`src/rtl/alu8_pkg.sv`:
```
package alu8_pkg;
  typedef enum logic [1:0] {
    KIND_REG   = 2'b00,
    KIND_IMM   = 2'b01,
    KIND_EXTR  = 2'b10,
    KIND_SHADD = 2'b11
  } alu8_kind_e;

  typedef enum logic [1:0] {
    IOP_ADD = 2'b00,
    IOP_SUB = 2'b01,
    IOP_AND = 2'b10,
    IOP_OR  = 2'b11
  } alu8_iop_e;
endpackage

```
`src/rtl/alu8_fn16.sv`:
```
module alu8_fn16 #(
  parameter int DW = 8
) (
  input  logic [3:0]    code_i,
  input  logic [DW-1:0] a_i,
  input  logic [DW-1:0] b_i,
  output logic [DW-1:0] res_o
);
  localparam logic [DW-1:0] ONE = DW'(1);

  function automatic logic [DW-1:0] fn16(input logic [3:0] c,
                                         input logic [DW-1:0] a,
                                         input logic [DW-1:0] b);
    case (c)
      4'd0:    fn16 = a;
      4'd1:    fn16 = a + b;
      4'd2:    fn16 = a - b;
      4'd3:    fn16 = a + (a & b);
      4'd4:    fn16 = a - ONE;
      4'd5:    fn16 = ~(a ^ b);
      4'd6:    fn16 = '0;
      4'd7:    fn16 = '1;
      4'd8:    fn16 = ~a;
      4'd9:    fn16 = ~(a | b);
      4'd10:   fn16 = ~(a & b);
      4'd11:   fn16 = ~b;
      4'd12:   fn16 = a ^ b;
      4'd13:   fn16 = b;
      4'd14:   fn16 = a & b;
      default: fn16 = a | b;
    endcase
  endfunction

  assign res_o = fn16(code_i, a_i, b_i);
endmodule

```
`src/rtl/alu8_immop.sv`:
```
module alu8_immop
  import alu8_pkg::*;
#(
  parameter int DW    = 8,
  parameter int IMM_W = 7
) (
  input  logic [1:0]       op_i,
  input  logic [DW-1:0]    s_i,
  input  logic [IMM_W-1:0] imm_i,
  output logic [DW-1:0]    res_o
);
  function automatic logic [DW-1:0] immop(input logic [1:0] op,
                                          input logic [DW-1:0] s,
                                          input logic [DW-1:0] k);
    case (alu8_iop_e'(op))
      IOP_ADD: immop = s + k;
      IOP_SUB: immop = s - k;
      IOP_AND: immop = s & k;
      default: immop = s | k;
    endcase
  endfunction

  assign res_o = immop(op_i, s_i, DW'(imm_i));
endmodule

```
`src/rtl/alu8_extract.sv`:
```
module alu8_extract #(
  parameter int DW   = 8,
  parameter int SH_W = 3
) (
  input  logic [DW-1:0] b_i,
  input  logic [SH_W-1:0] idx_i,
  input  logic          dir_left_i,
  output logic [DW-1:0] field_o,
  output logic [DW-1:0] rest_o,
  output logic [SH_W:0] count_o
);
  localparam int XW = 2 * DW;

  logic [XW-1:0] wide_l;
  logic [XW-1:0] wide_r;

  assign count_o = {1'b0, idx_i} + (SH_W+1)'(1);
  assign wide_l  = {{DW{1'b0}}, b_i} << count_o;
  assign wide_r  = {b_i, {DW{1'b0}}} >> count_o;

  always_comb begin
    if (dir_left_i) begin
      field_o = wide_l[XW-1:DW];
      rest_o  = wide_l[DW-1:0];
    end else begin
      field_o = wide_r[DW-1:0] >> (DW - int'(count_o));
      rest_o  = wide_r[XW-1:DW];
    end
  end
endmodule

```
`src/rtl/alu8_shadd.sv`:
```
module alu8_shadd #(
  parameter int DW    = 8,
  parameter int SH_W  = 3,
  parameter int ADD_W = 4
) (
  input  logic [DW-1:0]    s_i,
  input  logic             dir_left_i,
  input  logic [SH_W-1:0]  amt_i,
  input  logic [ADD_W-1:0] add_i,
  output logic [DW-1:0]    res_o
);
  function automatic logic [DW-1:0] shadd(input logic [DW-1:0] s,
                                          input logic left,
                                          input logic [SH_W-1:0] amt,
                                          input logic [ADD_W-1:0] k);
    logic [DW-1:0] sh;
    sh = left ? (s << amt) : (s >> amt);
    shadd = sh + DW'(k);
  endfunction

  assign res_o = shadd(s_i, dir_left_i, amt_i, add_i);
endmodule

```
`src/rtl/alu8_datapath.sv`:
```
module alu8_datapath
  import alu8_pkg::*;
#(
  parameter int DW    = 8,
  parameter int IMM_W = 7,
  parameter int SH_W  = 3,
  parameter int ADD_W = 4
) (
  input  logic [1:0]       kind_i,
  input  logic [3:0]       code_i,
  input  logic             dst_b_i,
  input  logic             dir_left_i,
  input  logic [IMM_W-1:0] imm_i,
  input  logic [SH_W-1:0]  shamt_i,
  input  logic [ADD_W-1:0] addend_i,
  input  logic [DW-1:0]    a_i,
  input  logic [DW-1:0]    b_i,
  output logic [DW-1:0]    a_o,
  output logic [DW-1:0]    b_o,
  output logic             zero_o
);
  // Named internal events, observed by the bound checker.
  logic [DW-1:0] src_val;
  logic [DW-1:0] fn_res;
  logic [DW-1:0] imm_res;
  logic [DW-1:0] sha_res;
  logic [DW-1:0] ext_field;
  logic [DW-1:0] ext_rest;
  logic [SH_W:0] ext_count;
  logic [DW-1:0] dst_res;

  assign src_val = dst_b_i ? b_i : a_i;

  alu8_fn16 #(.DW(DW)) u_fn16 (
    .code_i (code_i),
    .a_i    (a_i),
    .b_i    (b_i),
    .res_o  (fn_res)
  );

  alu8_immop #(.DW(DW), .IMM_W(IMM_W)) u_immop (
    .op_i  (code_i[1:0]),
    .s_i   (src_val),
    .imm_i (imm_i),
    .res_o (imm_res)
  );

  alu8_extract #(.DW(DW), .SH_W(SH_W)) u_extract (
    .b_i        (b_i),
    .idx_i      (shamt_i),
    .dir_left_i (dir_left_i),
    .field_o    (ext_field),
    .rest_o     (ext_rest),
    .count_o    (ext_count)
  );

  alu8_shadd #(.DW(DW), .SH_W(SH_W), .ADD_W(ADD_W)) u_shadd (
    .s_i        (src_val),
    .dir_left_i (dir_left_i),
    .amt_i      (shamt_i),
    .add_i      (addend_i),
    .res_o      (sha_res)
  );

  always_comb begin
    a_o     = a_i;
    b_o     = b_i;
    dst_res = a_i;
    case (alu8_kind_e'(kind_i))
      KIND_REG: begin
        a_o     = fn_res;
        dst_res = fn_res;
      end
      KIND_IMM: begin
        dst_res = imm_res;
        if (dst_b_i) b_o = imm_res;
        else         a_o = imm_res;
      end
      KIND_EXTR: begin
        a_o     = ext_field;
        b_o     = ext_rest;
        dst_res = ext_field;
      end
      default: begin
        dst_res = sha_res;
        if (dst_b_i) b_o = sha_res;
        else         a_o = sha_res;
      end
    endcase
  end

  assign zero_o = (dst_res == '0);
endmodule

```
`config.mk`:
```
export PLATFORM = sky130hd
export DESIGN_NAME = alu8_datapath
export DESIGN_NICKNAME = d
export VERILOG_FILES = /design/src/rtl/alu8_pkg.sv /design/src/rtl/alu8_fn16.sv /design/src/rtl/alu8_immop.sv /design/src/rtl/alu8_extract.sv /design/src/rtl/alu8_shadd.sv /design/src/rtl/alu8_datapath.sv
export SDC_FILE = /design/constraint.sdc
export NUM_CORES = 1
export LEC_CHECK = 0
export BUFFER_PORTS_ARGS = -buffer_cell sky130_fd_sc_hd__buf_4
export CAP_MARGIN = 20
export CORE_MARGIN = 1
export CORE_UTILIZATION = 50
export DETAILED_ROUTE_END_ITERATION = 8
export GPL_ROUTABILITY_DRIVEN = 0
export PLACE_DENSITY = 0.72
export SLEW_MARGIN = 40
export SYNTH_ARGS = -nofsm -noshare
export SYNTH_HDL_FRONTEND = slang
export SYNTH_HIERARCHICAL = 1
export SYNTH_SLANG_ARGS = --single-unit
```
`constraint.sdc`:
```
create_clock -name vclk -period 5.3
set_clock_uncertainty 0.15 [all_clocks]
set_input_delay 1.06 -clock vclk [all_inputs]
set_output_delay 1.06 -clock vclk [all_outputs]
set_load 0.005 [all_outputs]
```
**Word-level counts from Yosys, hierarchy flattened**

Index checks and enable logic that the tools add are counted.

- Register bits: 0
- Bits in latches: 0
- RAM bits: 0
- Bits in read-only memories: 0
- Bits of input ports: 38
- Output and inout port bits: 17
- Logic and storage cells: 59
- Memories kept: 0

- Add/subtract/negate cells: 9
- Multipliers: 0
- Divide/modulo/power cells: 0
- Order comparisons: 0
- Equal/unequal tests: 18
- Shift-type cells: 5
- Multiplexer cells: 13
- Bitwise gates (word level): 10
- Reduce and logical (&&, ||, !) cells: 4

Operator list:

| operator | count |
|---|---|
| $pmux 8 s15 | 1 |
| $pmux 8 s3 | 4 |
| $mux 8 | 8 |
| $not 8->8 | 5 |
| $shr 8x32->8 | 1 |
| $eq 4x4->1 const B | 7 |
| $add 8x8->8 | 2 |
| $eq 4x3->1 const B | 4 |
| $shl 8x4->16 | 1 |
| $shr 16x4->16 | 1 |
| $add 8x4->8 | 1 |
| $add 8x7->8 | 1 |
| $and 8x7->8 | 1 |
| $and 8x8->8 | 1 |
| $eq 4x2->1 const B | 2 |
| $logic_not 8->1 | 1 |
| $or 8x7->8 | 1 |
| $or 8x8->8 | 1 |
| $shl 8x3->8 | 1 |
| $shr 8x3->8 | 1 |
| $sub 8x1->8 const B | 1 |
| $sub 8x7->8 | 1 |
| $sub 8x8->8 | 1 |
| $xor 8x8->8 | 1 |
| 7 further kinds | 10 |

**Depth between registers and ports, before layout**

Gate-level depths: netlist of the first run.

- Depth after elaboration: 6
- Mapped depth: 17
- Gate-level depth less buffers: 16

**By module**

Netlist of the first run, hierarchy kept.

By module, submodules not included:

| module | instances | cells each | area each (sq um) | seq. area each (sq um) |
|---|---|---|---|---|
| alu8_fn16 | 1 | 275 | 1843.0 | 0.0 |
| alu8_extract | 1 | 212 | 1475.2 | 0.0 |
| alu8_datapath | 1 | 128 | 920.9 | 0.0 |
| alu8_shadd | 1 | 97 | 743.2 | 0.0 |
| alu8_immop | 1 | 99 | 681.9 | 0.0 |

**Worst setup path before layout of the first run**

Ideal clock, no wire load.

- Path type: in2out
- From: input dst_b_i
- To: output zero_o
- Arrival time: 4.442 ns
- Required time: 4.090 ns
- Setup slack: -0.352 ns
- Stages: 17
- Path buffers: 2
- Cells stage by stage: buf_2 buf_2 mux2_2 mux2_4 mux2i_1 o21ai_0 nor2_1 nor2_1 ha_1 inv_1 o21ai_0 a21o_1 nor4b_2 xor2_1 or4b_1 o221a_1 a311oi_2

- Cells in the longest elaborated chain, start to end: 6
- Elaborated cells on any way between the ends: 12
- Those cells by class: 3 x add/sub; 2 x shift; 4 x mux; 2 x bitwise; 1 x reduce/logical

RTL lines:

| item | line | text |
|---|---|---|
| start: declaration | alu8_datapath.sv:11 | `input logic dst_b_i,` |
| $mux 8 * | alu8_datapath.sv:32 | `assign src_val = dst_b_i ? b_i : a_i;` |
| net src_val[4] | alu8_datapath.sv:23 | `logic [DW-1:0] src_val;` |
| $shr 8x3->8 / $shl 8x3->8 (equally long branches) | alu8_shadd.sv:17 | `sh = left ? (s << amt) : (s >> amt);` |
| $mux 8 * | alu8_shadd.sv:17 |  |
| $add 8x4->8 * | alu8_shadd.sv:18 | `shadd = sh + DW'(k);` |
| net sha_res[7] | alu8_datapath.sv:26 | `logic [DW-1:0] sha_res;` |
| $pmux 8 s3 * | alu8_datapath.sv:69 | `case (alu8_kind_e'(kind_i))` |
| $logic_not 8->1 * | alu8_datapath.sv:92 | `assign zero_o = (dst_res == '0);` |
| end: declaration | alu8_datapath.sv:20 | `output logic zero_o` |

Mark *: on every way through the listed nets, which the timed path passes. The rest lies on a longest branch.

**Final worst setup path of the first run**

Ends and elaborated chain as after synthesis.

==> results of run 1 <==
critical path, stage by stage:
cell and delay, ps:
buf_12 120, mux2_4 330, mux2i_4 170, mux2i_1 110, nor2b_1 170, o31a_1 260
ha_1 310, a21oi_1 200, o21ai_2 80, a21o_1 190, nor2b_4 130, xnor2_1 150
or4b_1 580, o221a_1 250, a311oi_2 290, buf_4 170
cell usage in the layout (no fill, tap or decap), types with 10 or more instances in the layout:
cell,instances
buf_4,243
nor2_1,71
nand2_1,60
a21oi_1,55
mux2i_1,54
inv_1,42
o21ai_0,38
ha_1,32
a211oi_1,21
a21o_1,19
nor3_1,17
nor2b_1,17
xnor2_1,17
nand3_1,16
o21ai_1,15
mux2_2,15
o22ai_1,15
and3_1,11
mux2_4,11
mux4_2,11
o221ai_1,10
area by class of cell:
class,instances,area [µm²],area share
timing repair buffer,251,1941,0.2496
multi-input combinational,696,5472,0.7037
inverter,50,187.7,0.02414
tap,140,175.2,0.02253
kinds of logic after synthesis:
| logic type | Yosys count | synth area share |
|---|---|---|
| xor gates and xnor gates | 29 | 0.04860 |
| and+or+nand+nor | 258 | 0.2289 |
| AOI/OAI and AO/OA | 263 | 0.3172 |
| muxes | 95 | 0.2017 |
| buffers and inverters | 115 | 0.08968 |
| adders and majority gates | 51 | 0.1140 |
path summary, 6_finish.rpt:
path	start	endpoint
max	dst_b_i	zero_o
min	a_i[2]	a_o[2]
report_power, final:
group | switching [µW] | total, µW | internal [µW]
clock | 0 | 0 | 0
combinational | 529 | 1010 | 483
sequential | 0 | 0 | 0
timing repair:
item / CTS / global route
endpoints found under the hold margin: 0 / 0
gates resized for setup: 18 / 63
setup endpoints to repair: 5 / 12
pin swaps: 18 / 21
gates cloned: 0 / 1
setup buffers: 4 / 3
through the flow:
step             util  setup slack (ps)  setup TNS [ps]  hold slack [ps]  area, µm²
3_5_place_dp   0.6729            -411.0          -946.1             2469       7358
5_1_grt        0.7110            -505.0           -1397             2507       7775
2_1_floorplan       -            -30.15          -30.15             2146       5695
6_report       0.7110            -483.5           -1093             2494       7775
3_3_place_gp   0.6729            -350.2          -537.8             2471       7358
4_1_cts        0.6819            -395.2          -462.5             2475       7457
metal layers:
metal / routed length [µm] / track usage / up-vias
met5: 0 / 0 / -
met1: 9018 / 0.4850 / 3617
met3: 2542 / 0.06028 / 163
met4: 1629 / 0.1892 / 0
li1: - / - / 3413
met2: 10780 / 0.6221 / 588
==> impl_metrics.py, run 1 <==
metrics = {
    "run_status": {
        "status": "complete, but fails checks",
        "violations": "negative setup slack",
    },
    "worst_setup_path": {
        "cp_max_fo": 6,
        "endpoint_kind": "primary output",
        "crit_required_ps": 4090,
        "path_class": "in -> out",
        "arrival_ps": 4570,
        "setup.worst_path.start_class": "input pin",
    },
    "drt": {
        "num_vias": 7781,
        "first_iter_violations": 1308,
        "dr.pass1.iters": 7,
        "routed_via_density": 6.843,
        "drtAntennaViolNets": 0,
        "wirelength_um": 23970,
        "drc": 0,
        "wire_per_inst_um": 21.08,
    },
    "grt": {
        "first_global_vias": 7145,
        "grt_pass1_wl_um": 35870,
        "overflow": 0,
        "grt.total_usage": 0.3816,
        "grt_max_degree": 42,
        "antenna_found_initial": 0,
    },
    "pwr": {
        "powerDensity_nw_per_um2": 130.1,
        "p_leak_uw": 0.003606,
        "irDropWorstVdd_uv": 78.31,
        "report.power.total_uw": 1011,
    },
    "synth": {
        "yosysTopAreaCell": "mux2i_1",
        "synth_nets": 894,
        "synthTopCellsByArea": "mux2i_1 (9.9%), ha_1 (9.3%), a21oi_1 (5.1%), nor2_1 (5.0%), mux2_2 (4.6%)",
        "yosys_warnings": 6,
        "syn_area_per_cell_um2": 6.984,
        "synth_seq_area_share": 0,
        "synth_cells": 811,
        "ys_types": 88,
        "synth_top_area_share": 0.09896,
        "synth_most_common_cell": "nor2_1",
        "synth_area_um2": 5664,
        "synthTopCellsByCount": "nor2_1 (75), nand2_1 (60), a21oi_1 (58)",
    },
    "floorplanning": {
        "ios": 55,
        "dieWidth_um": 108.4,
        "design.core.area_um2": 10940,
        "initial_core_util": 0.5180,
        "dieArea_um2": 11760,
        "die_y_um": 108.4,
        "fp-row-count": 38,
    },
    "finish": {
        "fillers": 812,
        "n_clock_buffer": 0,
        "layout-drive-gt1-share": 0.3651,
        "n_antenna_cell": 0,
        "final_cell_count_no_fill": 1137,
        "register_area_um2": 0,
        "nets": 1082,
        "seq_cells": 0,
        "synthToLayoutAreaGrowth_pct": 37.27,
    },
    "timing": {
        "tightest_slew_ps": 615.6,
        "fmax_mhz": 172.9,
        "rsz0062_at_grt": "true",
        "drv_slew": 0,
        "finalWorstPathRequiredPeriod_ps": 5784,
        "period_share": 1.091,
        "hold_viol": 0,
        "relSlewSlack": 0.5874,
        "setup_viol": 7,
        "setup_ws_ps": -483.5,
    },
    "placement": {
        "post-place-cells": 1129,
        "dp_hpwl_um": 17860,
        "port_buffers": 55,
    },
    "hold_path": {
        "hold_path_class": "in -> out",
        "hold_depth": 5,
    },
    "job": {
        "drv_cap": 0,
    },
    "clocking": {
        "hold_buffers": 0,
    },
}
(Power assumes the default switching activity.)
==> inputs of run 2 (changes only) <==
--- a/config.mk
+++ b/config.mk
@@ -8,10 +8,10 @@
 export BUFFER_PORTS_ARGS = -buffer_cell sky130_fd_sc_hd__buf_4
 export CAP_MARGIN = 20
 export CORE_MARGIN = 1
-export CORE_UTILIZATION = 50
+export CORE_UTILIZATION = 45
 export DETAILED_ROUTE_END_ITERATION = 8
 export GPL_ROUTABILITY_DRIVEN = 0
-export PLACE_DENSITY = 0.72
+export PLACE_DENSITY = 0.66
 export SLEW_MARGIN = 40
 export SYNTH_ARGS = -nofsm -noshare
 export SYNTH_HDL_FRONTEND = slang
==> run 2 against run 1 <==
Net effect: the flow still finishes with violations (negative setup slack); cell area rose by 0.31%; power fell by 2.6%; die area rose by 11%; sequential cell count did not move; sequential share of layout area did not move; via count fell by 4.7%; non-clock buffer count fell by 7; critical path depth rose by 1; critical endpoint unchanged; utilization fell by 7.0 points; worst hold slack improved by 39 ps; routed wire length fell by 6.2%; largest power group unchanged; highest routed layer unchanged; count of clock-buffer cells in the layout did not move.
==> impl_metrics.py, run 2 (synthesis results as in run 1) <==
metrics = {
    "pwr": {
        "combPwrFrac": 1.000,
        "powerDensity_nw_per_um2": 126.2,
        "internal-power_uw": 472.8,
        "sw_frac_of_total": 0.5198,
        "irDropWorstVdd_uv": 76.51,
        "seqPwrFrac": 0,
        "p_sw_uw": 511.7,
        "power_frac_clock": 0,
        "p_leak_uw": 0.003565,
    },
    "worst_setup_path": {
        "arrival_ps": 4500,
        "setup.worst_path.start_class": "input pin",
        "cp_max_fo": 5,
        "endpoint_kind": "primary output",
        "path_class": "in -> out",
        "crit_required_ps": 4090,
    },
    "job": {
        "drv_cap": 0,
    },
    "drt": {
        "wire_per_inst_um": 19.41,
        "drtAntennaViolNets": 0,
        "first_iter_violations": 954,
        "wirelength_um": 22480,
        "drc": 0,
        "dr.pass1.iters": 6,
        "routed_via_density": 6.406,
        "num_vias": 7418,
    },
    "finish": {
        "synthToLayoutAreaGrowth_pct": 37.69,
        "nets": 1075,
        "layout-drive-gt1-share": 0.3687,
        "register_area_um2": 0,
        "n_antenna_cell": 0,
        "fillers": 1059,
        "seq_cells": 0,
        "final_cell_mix": "buf_4 (235), nor2_1 (73), nand2_1 (60)",
        "final_cell_count_no_fill": 1158,
        "final_common_cell": "buf_4",
        "n_clock_buffer": 0,
    },
    "floorplanning": {
        "die_y_um": 114.2,
        "design.core.area_um2": 12160,
        "dieArea_um2": 13040,
        "fp-row-count": 40,
        "initial_core_util": 0.4657,
        "ios": 55,
        "dieWidth_um": 114.2,
    },
    "placement": {
        "place_ws_ps": -396.0,
        "port_buffers": 55,
        "dp_hpwl_um": 17380,
        "post-place-cells": 1151,
    },
    "timing": {
        "relSlewSlack": 0.5355,
        "rsz0062_at_grt": "true",
        "setup_ws_ps": -407.6,
        "drv_slew": 0,
        "fmax_mhz": 175.2,
        "tightest_slew_ps": 690.8,
        "finalWorstPathRequiredPeriod_ps": 5708,
        "period_share": 1.077,
        "hold_viol": 0,
        "setup_viol": 6,
    },
    "grt": {
        "first_global_vias": 7052,
        "grt.total_usage": 0.3320,
        "overflow": 0,
        "antenna_found_initial": 0,
        "grt_pass1_wl_um": 35170,
        "grt_max_degree": 42,
    },
    "hold_path": {
        "hold_depth": 5,
        "whs_endpoint": "a_o[1]",
        "hold_path_class": "in -> out",
        "min_from": "a_i[1]",
    },
    "run_status": {
        "violations": "negative setup slack",
        "status": "complete, but fails checks",
    },
}
## run 2: through the flow
step                utilization  power, µW  instance area [µm²]  hold slack, ps  setup TNS [ps]
floorplan                     -      528.0                 5695            2146          -30.15
global placement         0.6073      866.3                 7386            2499          -540.9
detailed placement       0.6073      892.7                 7386            2491           -1106
CTS                      0.6177      915.2                 7512            2504          -589.3
global route             0.6413       1049                 7799            2540           -1520
finish                   0.6413      984.5                 7799            2534          -719.1
## run 2: worst max-delay path by stage
| stage | slack (ps) | start | cells after the start | to |
|---|---|---|---|---|
| detailed placement | -400 | dst_b_i | 16 | zero_o |
| floorplan | -30 | dst_b_i | 16 | zero_o |
| global placement | -350 | dst_b_i | 16 | zero_o |
| CTS | -350 | a_i[2] | 17 | zero_o |
| global route | -510 | a_i[0] | 16 | zero_o |
| finish | -410 | a_i[2] | 17 | zero_o |
## run 2: cell type report
class | instances | area [µm²] | area share
multi-input combinational | 696 | 5498 | 0.7050
inverter | 50 | 187.7 | 0.02407
tap | 168 | 210.2 | 0.02695
timing repair buffer | 244 | 1903 | 0.2440
## run 2: repair_timing
action	4_1_cts	5_1_grt
setup endpoints to repair	9	13
buffers inserted	4	4
resized for setup	24	61
hold buffers	0	0
pin swaps	13	25
## run 2: power groups by stage
stage / combinational [µW] / clock [µW] / sequential (µW)
finish: 985 / 0 / 0
global route: 1050 / 0 / 0
detailed placement: 893 / 0 / 0
CTS: 915 / 0 / 0
floorplan: 528 / 0 / 0
global placement: 866 / 0 / 0
## run 2: per-layer routing
| layer | wire, µm | up-vias | GRT usage |
|---|---|---|---|
| li1 | - | 3399 | - |
| met1 | 8861 | 3457 | 0.4293 |
| met2 | 10510 | 464 | 0.5640 |
| met3 | 2142 | 98 | 0.03335 |
| met4 | 964 | 0 | 0.1351 |
| met5 | 0 | - | 0 |
## run 2: critical path, stage by stage
cell and delay (ps):
buf_8 100, buf_6 110, mux2_4 290, mux2i_1 180
mux2i_1 110, nor2b_4 140, o31a_1 240, ha_1 300
a21oi_2 60, o21ai_2 190, a21o_1 160, nor4b_4 200
xor2_1 120, or4b_1 530, o221a_1 230, a311oi_2 290
buf_4 180
